===== config.mk =====
export PLATFORM = sky130hd
export DESIGN_NAME = brg_bank
export DESIGN_NICKNAME = d
export VERILOG_FILES = /design/src/rtl/brg_pkg.sv /design/src/rtl/brg_regs.sv /design/src/rtl/brg_core.sv /design/src/rtl/brg_bank.sv
export SDC_FILE = /design/constraint.sdc
export NUM_CORES = 1
export LEC_CHECK = 0
export BUFFER_PORTS_ARGS = -buffer_cell sky130_fd_sc_hd__buf_2
export CAP_MARGIN = 5
export CORE_ASPECT_RATIO = 1.1
export CORE_MARGIN = 5
export CORE_UTILIZATION = 60
export DETAILED_ROUTE_END_ITERATION = 7
export PLACE_DENSITY = 0.79
export RECOVER_POWER = 50
export SYNTH_ARGS = -nofsm -noshare
export SYNTH_HDL_FRONTEND = slang
export SYNTH_SLANG_ARGS = --single-unit

===== constraint.sdc =====
create_clock -name clk -period 5.8 [get_ports clk]
set_input_delay 0.58 -clock clk [delete_from_list [all_inputs] [get_ports clk]]
set_output_delay 0.58 -clock clk [all_outputs]
set_load 0.05 [all_outputs]

===== src/rtl/brg_pkg.sv =====
package brg_pkg;
    localparam int NUM_GEN      = 8;
    localparam int GEN_PER_BANK = 4;
    localparam int BANK_STRIDE  = 8;
    localparam int ADDR_W       = 4;
    localparam int HOLE_BIT     = 2;
    localparam int DATA_W       = 32;
    localparam int DIV_W        = 12;
    localparam int PRE_W        = 4;
    localparam int NUM_SRC      = 4;
    localparam int SRC_W        = $clog2(NUM_SRC);

    // Field positions inside a configuration word
    localparam int PRE_BIT  = 0;
    localparam int DIV_LSB  = 1;
    localparam int EN_BIT   = 16;
    localparam int SRC_LSB  = 17;

    typedef enum logic {
        ST_OFF = 1'b0,
        ST_RUN = 1'b1
    } gen_state_e;

    function automatic logic [ADDR_W-1:0] gen_addr(input int unsigned g);
        gen_addr = ADDR_W'((g / GEN_PER_BANK) * BANK_STRIDE + (g % GEN_PER_BANK));
    endfunction
endpackage


===== src/rtl/brg_regs.sv =====
module brg_regs
    import brg_pkg::*;
#(
    parameter int N_GEN  = NUM_GEN,
    parameter int AW     = ADDR_W,
    parameter int DW     = DATA_W,
    parameter int DIVW   = DIV_W,
    parameter int SRCW   = SRC_W
) (
    input  logic                  clk,
    input  logic                  rst_n,
    input  logic                  we,
    input  logic [AW-1:0]         addr,
    input  logic [DW-1:0]         wdata,
    output logic [DW-1:0]         rdata,
    output logic [N_GEN-1:0]      reload,
    output logic [N_GEN-1:0]      f_en,
    output logic [N_GEN-1:0]      f_pre,
    output logic [N_GEN*SRCW-1:0] f_src,
    output logic [N_GEN*DIVW-1:0] f_div
);
    localparam int IDX_W = $clog2(N_GEN);

    logic [DW-1:0] word_q [N_GEN];

    for (genvar g = 0; g < N_GEN; g++) begin : g_word
        assign reload[g] = we && (addr == gen_addr(g));

        always_ff @(posedge clk or negedge rst_n) begin
            if (!rst_n) begin
                word_q[g] <= '0;
            end else if (reload[g]) begin
                word_q[g] <= wdata;
            end
        end

        assign f_en[g]                 = word_q[g][EN_BIT];
        assign f_pre[g]                = word_q[g][PRE_BIT];
        assign f_src[g*SRCW +: SRCW]   = word_q[g][SRC_LSB +: SRCW];
        assign f_div[g*DIVW +: DIVW]   = word_q[g][DIV_LSB +: DIVW];
    end

    logic [IDX_W-1:0] rd_idx;
    assign rd_idx = {addr[AW-1], addr[IDX_W-2:0]};

    always_comb begin
        rdata = '0;
        if (!addr[HOLE_BIT]) begin
            rdata = word_q[rd_idx];
        end
    end
endmodule


===== src/rtl/brg_core.sv =====
module brg_core
    import brg_pkg::*;
#(
    parameter int DIVW  = DIV_W,
    parameter int PREW  = PRE_W,
    parameter int NSRC  = NUM_SRC,
    parameter int SRCW  = SRC_W
) (
    input  logic            clk,
    input  logic            rst_n,
    input  logic            reload,
    input  logic            en,
    input  logic            pre_en,
    input  logic [SRCW-1:0] src_sel,
    input  logic [DIVW-1:0] div_n,
    input  logic [NSRC-1:0] src_ticks,
    output logic            clk_out,
    output logic            pulse
);
    gen_state_e state_q, state_d;

    logic [PREW-1:0] pre_q;
    logic [DIVW-1:0] cnt_q;
    logic            out_q, pulse_q;
    logic            run, tick_sel, stage_tick, term;

    // Next-state logic
    always_comb begin
        state_d = state_q;
        unique case (state_q)
            ST_OFF:  if (en)  state_d = ST_RUN;
            ST_RUN:  if (!en) state_d = ST_OFF;
            default: state_d = ST_OFF;
        endcase
    end

    // State register
    always_ff @(posedge clk or negedge rst_n) begin
        if (!rst_n) state_q <= ST_OFF;
        else        state_q <= state_d;
    end

    assign run        = (state_q == ST_RUN) && en;
    assign tick_sel   = src_ticks[src_sel];
    assign stage_tick = pre_en ? (tick_sel && (pre_q == '1)) : tick_sel;
    assign term       = (cnt_q == div_n);

    // Datapath and outputs
    always_ff @(posedge clk or negedge rst_n) begin
        if (!rst_n) begin
            pre_q   <= '0;
            cnt_q   <= '0;
            out_q   <= 1'b0;
            pulse_q <= 1'b0;
        end else if (reload || !run) begin
            pre_q   <= '0;
            cnt_q   <= '0;
            out_q   <= 1'b0;
            pulse_q <= 1'b0;
        end else begin
            pulse_q <= stage_tick && term;
            if (pre_en && tick_sel) begin
                pre_q <= pre_q + 1'b1;
            end
            if (stage_tick) begin
                if (term) begin
                    cnt_q <= '0;
                    out_q <= ~out_q;
                end else begin
                    cnt_q <= cnt_q + 1'b1;
                end
            end
        end
    end

    assign clk_out = out_q;
    assign pulse   = pulse_q;
endmodule


===== src/rtl/brg_bank.sv =====
module brg_bank
    import brg_pkg::*;
#(
    parameter int N_GEN = NUM_GEN,
    parameter int AW    = ADDR_W,
    parameter int DW    = DATA_W,
    parameter int DIVW  = DIV_W,
    parameter int NEXT  = NUM_SRC - 1
) (
    input  logic              clk,
    input  logic              rst_n,
    input  logic              base_tick,
    input  logic [NEXT-1:0]   ext_tick,
    input  logic              reg_we,
    input  logic [AW-1:0]     reg_addr,
    input  logic [DW-1:0]     reg_wdata,
    output logic [DW-1:0]     reg_rdata,
    output logic [N_GEN-1:0]  brg_out,
    output logic [N_GEN-1:0]  brg_pulse
);
    localparam int NSRC = NEXT + 1;
    localparam int SRCW = $clog2(NSRC);

    logic [N_GEN-1:0]      reload, g_en, g_pre;
    logic [N_GEN*SRCW-1:0] g_src;
    logic [N_GEN*DIVW-1:0] g_div;
    logic [NSRC-1:0]       ticks;

    assign ticks = {ext_tick, base_tick};

    brg_regs #(
        .N_GEN(N_GEN), .AW(AW), .DW(DW), .DIVW(DIVW), .SRCW(SRCW)
    ) u_regs (
        .clk    (clk),
        .rst_n  (rst_n),
        .we     (reg_we),
        .addr   (reg_addr),
        .wdata  (reg_wdata),
        .rdata  (reg_rdata),
        .reload (reload),
        .f_en   (g_en),
        .f_pre  (g_pre),
        .f_src  (g_src),
        .f_div  (g_div)
    );

    for (genvar g = 0; g < N_GEN; g++) begin : g_gen
        brg_core #(
            .DIVW(DIVW), .PREW(PRE_W), .NSRC(NSRC), .SRCW(SRCW)
        ) u_core (
            .clk       (clk),
            .rst_n     (rst_n),
            .reload    (reload[g]),
            .en        (g_en[g]),
            .pre_en    (g_pre[g]),
            .src_sel   (g_src[g*SRCW +: SRCW]),
            .div_n     (g_div[g*DIVW +: DIVW]),
            .src_ticks (ticks),
            .clk_out   (brg_out[g]),
            .pulse     (brg_pulse[g])
        );
    end
endmodule


==> results.cfg <==
[synth]
async_flop_share_pct = 100
synth_cell_types = 66
yosys_warnings = 0
synth_edf_count = 0
synth-main-ff-cell = dfrtp_1
syn-num-nets = 1754
ys_seq_area_share_pct = 49.4
syn_area_um2 = 20700
syn_inst = 1695
avgSynthCellArea_um2 = 12.2
synth-seq-cells = 408

[power_and_ir_drop]
power_density_nw_per_um2 = 363
swShare_pct = 28.4
p_total_uw = 8330
power.net_switching_uw = 2360
max-vdd-ir-drop_v = 0.000301
p_leak_uw = 0.0101
power_frac_seq_pct = 44.2
power.internal_uw = 5960
pwr-share-comb_pct = 19.3
clkPwrFrac_pct = 36.5

[placed_design]
gp_congestion = 0.865
portBuffers = 90
placedCellCount = 2133
place_hpwl_mm = 32.9
placed_area_um2 = 21300

[global_routing]
grt_pass1_vias = 14800
grt_pass1_wl_mm = 81.2
grtUsageTotal_pct = 26.1
antenna_found_initial = 5
grt_max_degree = 161
grt-ovfl-total = 0

[worst_setup_path]
crit_required_ns = 5.22
path_max_fanout = 39
ff2ff_setup_slack_ns = 3.40
cp_top_family = buffers and inverters
crit_path_frequent_cell = buf_4
crit_type = input pin to output port
start_kind = input pin
critical_path.max_stage_delay_ns = 0.64
rr_worst_depth = 5
path_cells = buf_4, buf_4, mux4_2, mux2i_1, nor2_1, buf_2
cp-end-kind = output port
arrival_ns = 3.04
r2r_start = g_gen[6].u_core.pre_q[0]
crit_buf_inv = 3
r2r-end = g_gen[6].u_core.cnt_q[10]
crit_slowest_cell = mux4_2

[die]
die_area_um2 = 38300
ios = 91
start_util_pct = 60.6
die_w_um = 187
die-height_um = 205
row_count = 71
core_region_area_um2 = 34100

[clock_tree]
cts_buffer_depth = 3
cts_buffers = 43
tritoncts = built
h-tree-depth = 2
clock_latency_ns = 0.54
cts_root_buf = clkbuf_16
cts.sinks = 408
cts_setup_buffers = 0
post_cts_resized = 0
clk_pin_slew_worst_paths_ns = 0.06
hold_buffers = 0

[min_path]
hp-class = input pin to async pin

[layout]
multiInputGateArea_um2 = 9920
ff_latch_area_um2 = 10200
stdcell_area_um2 = 22900
fill_cells = 2457
final_util_pct = 67.2
most-common-layout-cells = dfrtp_1, mux2_2, xor2_1
nNetsFinal = 1799
fin_cells = 2214
drive_gt1_share_pct = 28.5
mostFrequentLayoutCell = dfrtp_1
syn2layout_area_growth_pct = 10.8

[timing]
setup_viol = 0
post-route-period-util_pct = 62.3
grt_setup_unrepaired = no
finalSetupTns_ns = 0
fin_skew_ns = 0.0182
fmax_mhz = 277
hold_viol_final = 0
max_slew_margin_pct = 17.5
tightest_slew_ns = 1.23
finalMaxSlewViolations = 0
layout_min_cycle_time_ns = 3.62

[flow_run]
drv_cap = 0

[drt]
routed_via_density = 6.39
highest_layer = met5
met2_length_mm = 24.6
wl_met3_mm = 3.26
drt_wl_total_mm = 49.3
firstDrtPassIters = 5
antenna_left = 0
drc_errors = 0
routedWlPerCell_um = 22.3
vias = 14200
drtIter0Drc = 1017
wl_met1_mm = 19.9

[status]
status = finished clean
cells by family after synthesis:
logic type / share of synthesized area, %
flops: 49.4
simple gates: 11.1
fa+ha+maj: 0.968
buf+inv: 2.78
xor+xnor: 6.23
compound gates: 5.91
mux: 23.6
through the flow:
stage	setup WS (ns)	hold WS, ns
final	2.18	0.0876
after global routing	1.94	0.140
after CTS	2.13	0.112
after detailed placement	1.98	0.420
after global placement	2.07	0.405
after floorplan	2.83	0.284
worst max path at each step:
stage	from	endpoint	slack (ns)	cells after the start
finish	reg_addr[0]	reg_rdata[10]	2.18	6
CTS	reg_addr[0]	reg_rdata[10]	2.13	6
global placement	reg_addr[0]	u_regs.word_q[251]	2.07	6
detailed placement	reg_addr[0]	u_regs.word_q[117]	1.98	6
global route	reg_addr[0]	reg_rdata[10]	1.94	6
floorplan	reg_addr[1]	reg_rdata[10]	2.83	6
routing by layer:
metal / GRT usage [%] / vias up
met5: 0 / -
met4: 8.56 / 6
met3: 4.84 / 104
met2: 44.4 / 471
met1: 34.4 / 7289
li1: - / 6285
flip-flops by register name (all words and copies together) (netlist names), 16 cells and up:
name and cells:
u_regs.word_q 128, g_gen.u_core.pre_q 32, g_gen.u_core.cnt_q 96, u_regs.f_div 96, u_regs.f_src 16
synthesized netlist by cell type (18+ instances only):
library cell,count,area (µm²)
a21oi_1,35,175
and2_1,18,113
and3_1,23,144
buf_1,21,78.8
buf_2,24,120
buf_4,18,135
clkbuf_1,37,139
dfrtp_1,408,10200
inv_1,20,75.1
mux2_2,254,2860
mux2i_1,40,400
mux4_2,72,1620
nand2_1,97,364
nand3_1,48,240
nand4_1,35,219
nor2_1,120,450
nor3_1,26,130
nor4_1,26,163
o21ai_0,29,145
or3_1,19,119
xnor2_1,23,201
xor2_1,124,1090
power groups by stage:
| stage | clock (µW) | sequential [µW] | combinational [µW] |
|---|---|---|---|
| 3_3_place_gp | 0 | 3680 | 1520 |
| 3_5_place_dp | 0 | 3710 | 1590 |
| 4_1_cts | 3080 | 3670 | 1610 |
| 6_report | 3040 | 3680 | 1600 |
| 5_1_grt | 3210 | 3730 | 1740 |
| 2_1_floorplan | 0 | 3550 | 1230 |
final cells by class:
class / instances / share of cell area [%]
Sequential cell: 408 / 44.6
Multi-Input combinational cell: 1164 / 43.3
Clock buffer: 60 / 5.46
Timing Repair Buffer: 103 / 2.47
Tap cell: 438 / 2.39
Clock inverter: 19 / 1.49
Inverter: 20 / 0.328
Antenna cell: 2 / 0.0218
(Power assumes the default switching activity.)
